### config.mk
export PLATFORM = sky130hd
export DESIGN_NAME = lpt_nibble_rx
export DESIGN_NICKNAME = d
export VERILOG_FILES = /design/src/rtl/nib_pkg.sv /design/src/rtl/nib_sync.sv /design/src/rtl/nib_fsm.sv /design/src/rtl/nib_assemble.sv /design/src/rtl/lpt_nibble_rx.sv
export SDC_FILE = /design/constraint.sdc
export NUM_CORES = 1
export LEC_CHECK = 0
export CAP_MARGIN = 10
export CORE_UTILIZATION = 54
export CTS_CLUSTER_DIAMETER = 120
export DETAILED_ROUTE_END_ITERATION = 12
export PLACE_DENSITY_LB_ADDON = 0.2
export SYNTH_ARGS = -nofsm -noshare
export SYNTH_HDL_FRONTEND = slang
export SYNTH_SLANG_ARGS = --single-unit
### constraint.sdc
create_clock -name clk -period 2.2 [get_ports clk]
set_input_delay 0.44 -clock clk [delete_from_list [all_inputs] [get_ports clk]]
set_output_delay 0.44 -clock clk [all_outputs]
set_load 0.005 [all_outputs]
### src/rtl/nib_pkg.sv
// Package: shared widths and state encoding for the nibble receiver.
// Assumes: one byte is exactly two halves of NIB_W bits.
package nib_pkg;
    localparam int NIB_W  = 4;
    localparam int BYTE_W = 2 * NIB_W;

    typedef enum logic [1:0] {
        ST_IDLE    = 2'd0,
        ST_WAIT_LO = 2'd1,
        ST_SETTLE  = 2'd2,
        ST_WAIT_HI = 2'd3
    } nib_state_t;
endpackage

### src/rtl/nib_sync.sv
// Module: multi-stage flop synchroniser for a bundle of asynchronous lines.
// Assumes: each line is quasi-static relative to clk, so bits need no
// mutual coherence beyond what the handshake protocol guarantees.
module nib_sync #(
    parameter int             W       = 5,
    parameter int             STAGES  = 2,
    parameter logic [W-1:0]   RST_VAL = '1
) (
    input  logic         clk,
    input  logic         rst_n,
    input  logic [W-1:0] d_i,
    output logic [W-1:0] q_o
);
    logic [W-1:0] stg [STAGES];

    for (genvar i = 0; i < STAGES; i++) begin : g_stg
        if (i == 0) begin : g_first
            // first stage: sample the raw asynchronous lines
            always_ff @(posedge clk) begin
                if (!rst_n) stg[i] <= RST_VAL;
                else        stg[i] <= d_i;
            end
        end else begin : g_next
            // later stages: shift the previous stage along
            always_ff @(posedge clk) begin
                if (!rst_n) stg[i] <= RST_VAL;
                else        stg[i] <= stg[i-1];
            end
        end
    end

    assign q_o = stg[STAGES-1];
endmodule

### src/rtl/nib_fsm.sv
// Module: handshake sequencer for the two halves of a reverse byte.
// Assumes: pstb_s_i is already synchronised; SETTLE_CYC >= 1, TMO_CYC >= 2.
// One counter serves both the settle delay and the timeout window.
module nib_fsm
    import nib_pkg::*;
#(
    parameter int SETTLE_CYC = 4,
    parameter int TMO_CYC    = 1000
) (
    input  logic clk,
    input  logic rst_n,
    input  logic req_i,
    input  logic pstb_s_i,
    output logic host_hold_o,
    output logic rev_mode_o,
    output logic tmo_err_o,
    output logic cap_o,
    output logic cap_hi_o
);
    localparam int CNT_MAX = (SETTLE_CYC > TMO_CYC) ? SETTLE_CYC : TMO_CYC;
    localparam int CW      = $clog2(CNT_MAX + 1);
    localparam logic [CW-1:0] SETTLE_LAST = CW'(SETTLE_CYC - 1);
    localparam logic [CW-1:0] TMO_LAST    = CW'(TMO_CYC - 1);

    nib_state_t    st, st_nxt;
    logic [CW-1:0] cnt, cnt_nxt;
    logic          half, half_nxt;
    logic          err_nxt;
    logic          pstb_q;
    logic          fall;

    // delayed copy of the synchronised strobe for edge detection
    always_ff @(posedge clk) begin
        if (!rst_n) pstb_q <= 1'b1;
        else        pstb_q <= pstb_s_i;
    end

    assign fall = pstb_q & ~pstb_s_i;

    // next-state, counter and capture decisions
    always_comb begin
        st_nxt   = st;
        cnt_nxt  = cnt + 1'b1;
        half_nxt = half;
        err_nxt  = 1'b0;
        cap_o    = 1'b0;
        unique case (st)
            ST_IDLE: begin
                cnt_nxt = '0;
                if (req_i) begin
                    st_nxt   = ST_WAIT_LO;
                    half_nxt = 1'b0;
                end
            end
            ST_WAIT_LO: begin
                if (fall) begin
                    st_nxt  = ST_SETTLE;
                    cnt_nxt = '0;
                end else if (cnt == TMO_LAST) begin
                    st_nxt  = ST_IDLE;
                    cnt_nxt = '0;
                    err_nxt = 1'b1;
                end
            end
            ST_SETTLE: begin
                if (cnt == SETTLE_LAST) begin
                    cap_o   = 1'b1;
                    st_nxt  = ST_WAIT_HI;
                    cnt_nxt = '0;
                end
            end
            ST_WAIT_HI: begin
                if (pstb_s_i) begin
                    cnt_nxt = '0;
                    if (half) begin
                        st_nxt = ST_IDLE;
                    end else begin
                        st_nxt   = ST_WAIT_LO;
                        half_nxt = 1'b1;
                    end
                end else if (cnt == TMO_LAST) begin
                    st_nxt  = ST_IDLE;
                    cnt_nxt = '0;
                    err_nxt = 1'b1;
                end
            end
            default: st_nxt = ST_IDLE;
        endcase
    end

    // state, counter, half index and error pulse registers
    always_ff @(posedge clk) begin
        if (!rst_n) begin
            st        <= ST_IDLE;
            cnt       <= '0;
            half      <= 1'b0;
            tmo_err_o <= 1'b0;
        end else begin
            st        <= st_nxt;
            cnt       <= cnt_nxt;
            half      <= half_nxt;
            tmo_err_o <= err_nxt;
        end
    end

    assign cap_hi_o    = cap_o & half;
    assign host_hold_o = !((st == ST_WAIT_LO) || (st == ST_SETTLE));
    assign rev_mode_o  = (st != ST_IDLE);
endmodule

### src/rtl/nib_assemble.sv
// Module: joins two captured halves into a byte, low half first.
// Assumes: a high-half capture is always preceded by a low-half capture.
module nib_assemble
    import nib_pkg::*;
(
    input  logic              clk,
    input  logic              rst_n,
    input  logic              cap_i,
    input  logic              cap_hi_i,
    input  logic [NIB_W-1:0]  nib_i,
    output logic [BYTE_W-1:0] byte_o,
    output logic              vld_o
);
    logic [NIB_W-1:0] lo_q;

    // hold the low half, then emit the full byte with a one-clock valid
    always_ff @(posedge clk) begin
        if (!rst_n) begin
            lo_q   <= '0;
            byte_o <= '0;
            vld_o  <= 1'b0;
        end else begin
            vld_o <= 1'b0;
            if (cap_i && !cap_hi_i) begin
                lo_q <= nib_i;
            end
            if (cap_hi_i) begin
                byte_o <= {nib_i, lo_q};
                vld_o  <= 1'b1;
            end
        end
    end
endmodule

### src/rtl/lpt_nibble_rx.sv
// Module: top of the reverse-channel nibble receiver.
// Assumes: the peripheral holds its four status lines stable from before its
// strobe falls until the host hold line rises.
module lpt_nibble_rx
    import nib_pkg::*;
#(
    parameter int SETTLE_CYC  = 4,
    parameter int TMO_CYC     = 1000,
    parameter int SYNC_STAGES = 2
) (
    input  logic              clk,
    input  logic              rst_n,
    input  logic              req_i,
    output logic [BYTE_W-1:0] byte_o,
    output logic              byte_vld_o,
    output logic              tmo_err_o,
    output logic              host_hold_o,
    output logic              rev_mode_o,
    output logic              fwd_strobe_n_o,
    output logic              periph_init_n_o,
    input  logic              pstb_n_i,
    input  logic              st_busy_i,
    input  logic              st_pe_i,
    input  logic              st_sel_i,
    input  logic              st_fault_n_i
);
    localparam int IN_W = NIB_W + 1;

    logic [IN_W-1:0]  raw_in, syn_in;
    logic             pstb_s;
    logic [NIB_W-1:0] nib_s;
    logic             cap, cap_hi;

    assign raw_in = {pstb_n_i, st_busy_i, st_pe_i, st_sel_i, st_fault_n_i};
    assign pstb_s = syn_in[IN_W-1];
    assign nib_s  = syn_in[NIB_W-1:0];

    nib_sync #(
        .W       (IN_W),
        .STAGES  (SYNC_STAGES),
        .RST_VAL ({IN_W{1'b1}})
    ) u_sync (
        .clk   (clk),
        .rst_n (rst_n),
        .d_i   (raw_in),
        .q_o   (syn_in)
    );

    nib_fsm #(
        .SETTLE_CYC (SETTLE_CYC),
        .TMO_CYC    (TMO_CYC)
    ) u_fsm (
        .clk         (clk),
        .rst_n       (rst_n),
        .req_i       (req_i),
        .pstb_s_i    (pstb_s),
        .host_hold_o (host_hold_o),
        .rev_mode_o  (rev_mode_o),
        .tmo_err_o   (tmo_err_o),
        .cap_o       (cap),
        .cap_hi_o    (cap_hi)
    );

    nib_assemble u_asm (
        .clk      (clk),
        .rst_n    (rst_n),
        .cap_i    (cap),
        .cap_hi_i (cap_hi),
        .nib_i    (nib_s),
        .byte_o   (byte_o),
        .vld_o    (byte_vld_o)
    );

    assign fwd_strobe_n_o  = 1'b1;
    assign periph_init_n_o = 1'b1;
endmodule

==> results.json, run 1 <==
{
  "grt_pass1_vias": 1115,
  "fp.dieH_microns": 57.83,
  "peakVddDrop_uv": 388.8,
  "synth-seq-cells": 38,
  "antenna_found_initial": 0,
  "worstSetupEndpointType": "output pin",
  "slew_violations": 0,
  "numCtsBuffers": 5,
  "ys_async_sr_fraction": 0,
  "start_kind": "register",
  "grt_max_degree": 34,
  "place.port_buffers": 19,
  "clock-sinks": 38,
  "drc": 2,
  "num_io_pins": 22,
  "vias": 1183,
  "fin_crit_sh": 0.9486,
  "cts_tree": "yes",
  "htree_levels": 2,
  "synth_warnings": 0,
  "crit_fanout": 6,
  "hold_class": "register to register",
  "final.setup.tns_ps": 0,
  "rows": 19,
  "diodes": 0,
  "ant_nets": 0,
  "postCtsSetupBuffers": 0,
  "ctsHoldBuffers": 0,
  "violations": "DRC",
  "hold_viol": 0,
  "grt_overflow": 0,
  "detail_route.vias_per_cell": 5.305,
  "initial_utilization": 0.5899,
  "synth_edf_count": 0,
  "first_pass_iters": 10,
  "critical_path_class": "register to output pin",
  "min_period_ps": 2087,
  "rsz0062_at_grt": "no",
  "dieArea_sq_um": 3344,
  "use_met2": 0.3038,
  "grt_first_pass_wirelength_microns": 4795,
  "clockBufferDepth": 2,
  "pre_cts_ws_ps": 405.6,
  "core_area_sq_um": 2853,
  "clk_latency_ps": 340,
  "drt_iter0_drc": 56,
  "synth-main-ff-cell": "dfxtp_1",
  "gr-usage-met3": 0.07366,
  "synthTopCellsByCount": "dfxtp_1, nand2_1, nand2b_1, mux2i_1, nor3_2",
  "synth_area_per_cell_sq_um": 10.02,
  "syn-cell-area_sq_um": 1683,
  "ys_types": 38,
  "drive_above_1_share": 0.1667,
  "yosysTopAreaCell": "dfxtp_1",
  "clk_pin_slew_ps": 110,
  "die_w_microns": 57.83,
  "max_freq_mhz": 479.2,
  "fin_total_pwr_w": 0.001409,
  "power_density_nw_per_um2": 723.0,
  "synth_area_leaders": "dfxtp_1, mux2i_1, nor3_2",
  "grtUsageTotal": 0.1884,
  "fin_skew_ps": 8.760,
  "synth.most_common_cell": "dfxtp_1",
  "ys_seq_area_frac": 0.4520,
  "power_leakage_nw": 0.7460,
  "dp_hpwl_microns": 1992,
  "wl_per_cell_microns": 12.20,
  "cp.required_ps": 1760,
  "synth_top_area_share": 0.4520,
  "grt.busiest_layer": "met2",
  "layout.nets": 205,
  "cap_violations": 0,
  "areaGrowthSynthToFinish_pct": 15.76,
  "setup_ws_ps": 113.2,
  "place_congestion": 0.8119,
  "arrival_ps": 1650,
  "wl_microns": 2720,
  "setup_viol": 0,
  "status": "complete, but fails checks",
  "met1_usage": 0.2315,
  "netlist_instances": 168,
  "cts_root_buf": "clkbuf_4"
}
## metrics by stage
step                instance area (sq um)  hold WS [ps]  utilization  instances
floorplan                            1687         386.3            -        169
global placement                     1886         389.1       0.6610        215
detailed placement                   1886         397.4       0.6610        215
CTS                                  1946         422.9       0.6820        223
global route                         1948         435.5       0.6829        223
finish                               1948         418.8       0.6829        223
## placed cells by master, fill, tap and decap left out, types with 2 or more instances in the layout
cell              n
o211ai_1          2
dfxtp_1          36
conb_1            2
dfxtp_2           2
clkbuf_4          5
xor2_1            2
nand2_1          22
nor2_1            5
ha_1              6
nand3_1           7
inv_1             8
mux2i_1          12
buf_4             4
nor3b_2           2
xnor2_1           6
nand2b_1         13
clkdlybuf4s50_1  19
nor3_1            4
nor3_2            9
a21oi_1           4
## worst max-delay path, stage by stage (launching register included)
cell and delay, ps:
dfxtp_2 400, inv_1 90, ha_1 270, inv_1 60
clkdlybuf4s50_1 500
## where the power goes
| group | switching (W) | total [W] | leakage [nW] | internal (W) |
|---|---|---|---|---|
| Sequential | 0.0000171 | 0.000729 | 0.310 | 0.000712 |
| Combinational | 0.000166 | 0.000306 | 0.401 | 0.000139 |
| Clock | 0.000218 | 0.000373 | 0.0353 | 0.000155 |
## routing by layer
metal  up-vias  part of all wire
li1        604                 -
met1       544              0.45
met2        29              0.48
met3         6             0.054
met4         0             0.013
met5         -                 0
## path summary, 6_finish.rpt
path / start / to / slack (ps) / depth (start not counted)
setup / recovery: u_fsm.st[1] / host_hold_o / 110 / 4
hold / removal: u_sync.stg[0][3] / u_sync.stg[1][3] / 420 / 1
setup reg to reg: u_fsm.cnt[0] / u_fsm.st[0] / 420 / 6
hold reg to reg: u_sync.stg[0][3] / u_sync.stg[1][3] / 420 / 1
## cells by family after synthesis
| logic type | count (synthesis) | synth area share |
|---|---|---|
| compound gates | 13 | 0.05428 |
| xor+xnor | 8 | 0.04164 |
| fa+ha+maj | 6 | 0.04461 |
| buf+inv | 16 | 0.05353 |
| flops | 38 | 0.4520 |
| mux | 12 | 0.07138 |
| other cells | 1 | 0.002228 |
| simple gates | 74 | 0.2803 |
## flip-flops by register name, summed over array words and instances, names as in the netlist
register,cells
u_fsm.st,2
u_fsm.pstb_q,1
u_fsm.tmo_err_o,1
u_sync.stg,10
u_asm.byte_o,8
u_fsm.cnt,10
u_asm.lo_q,4
u_asm.vld_o,1
u_fsm.half,1
## area by class of cell
type / instances / area [sq um]
clock buffer: 7 / 55.05
multi-input combinational: 115 / 835.8
clock inverter: 1 / 5.005
fill: 233 / 904.6
inverter: 8 / 30.03
tap: 31 / 38.79
timing repair buffer: 23 / 220.2
sequential: 38 / 763.2
## timing repair
action,4_1_cts,5_1_grt
resized for setup,0,2
hold endpoints to repair,0,0
endpoints found under the setup margin,0,2
(Power assumes the default switching activity.)
==> inputs of run 2 (changes only) <==
--- a/config.mk
+++ b/config.mk
@@ -13,3 +13,4 @@
 export SYNTH_ARGS = -nofsm -noshare
 export SYNTH_HDL_FRONTEND = slang
 export SYNTH_SLANG_ARGS = --single-unit
+export TNS_END_PERCENT = 5
==> results of run 2 <==
Same layout as run 1: the final DEF is identical, and so are final timing and power.
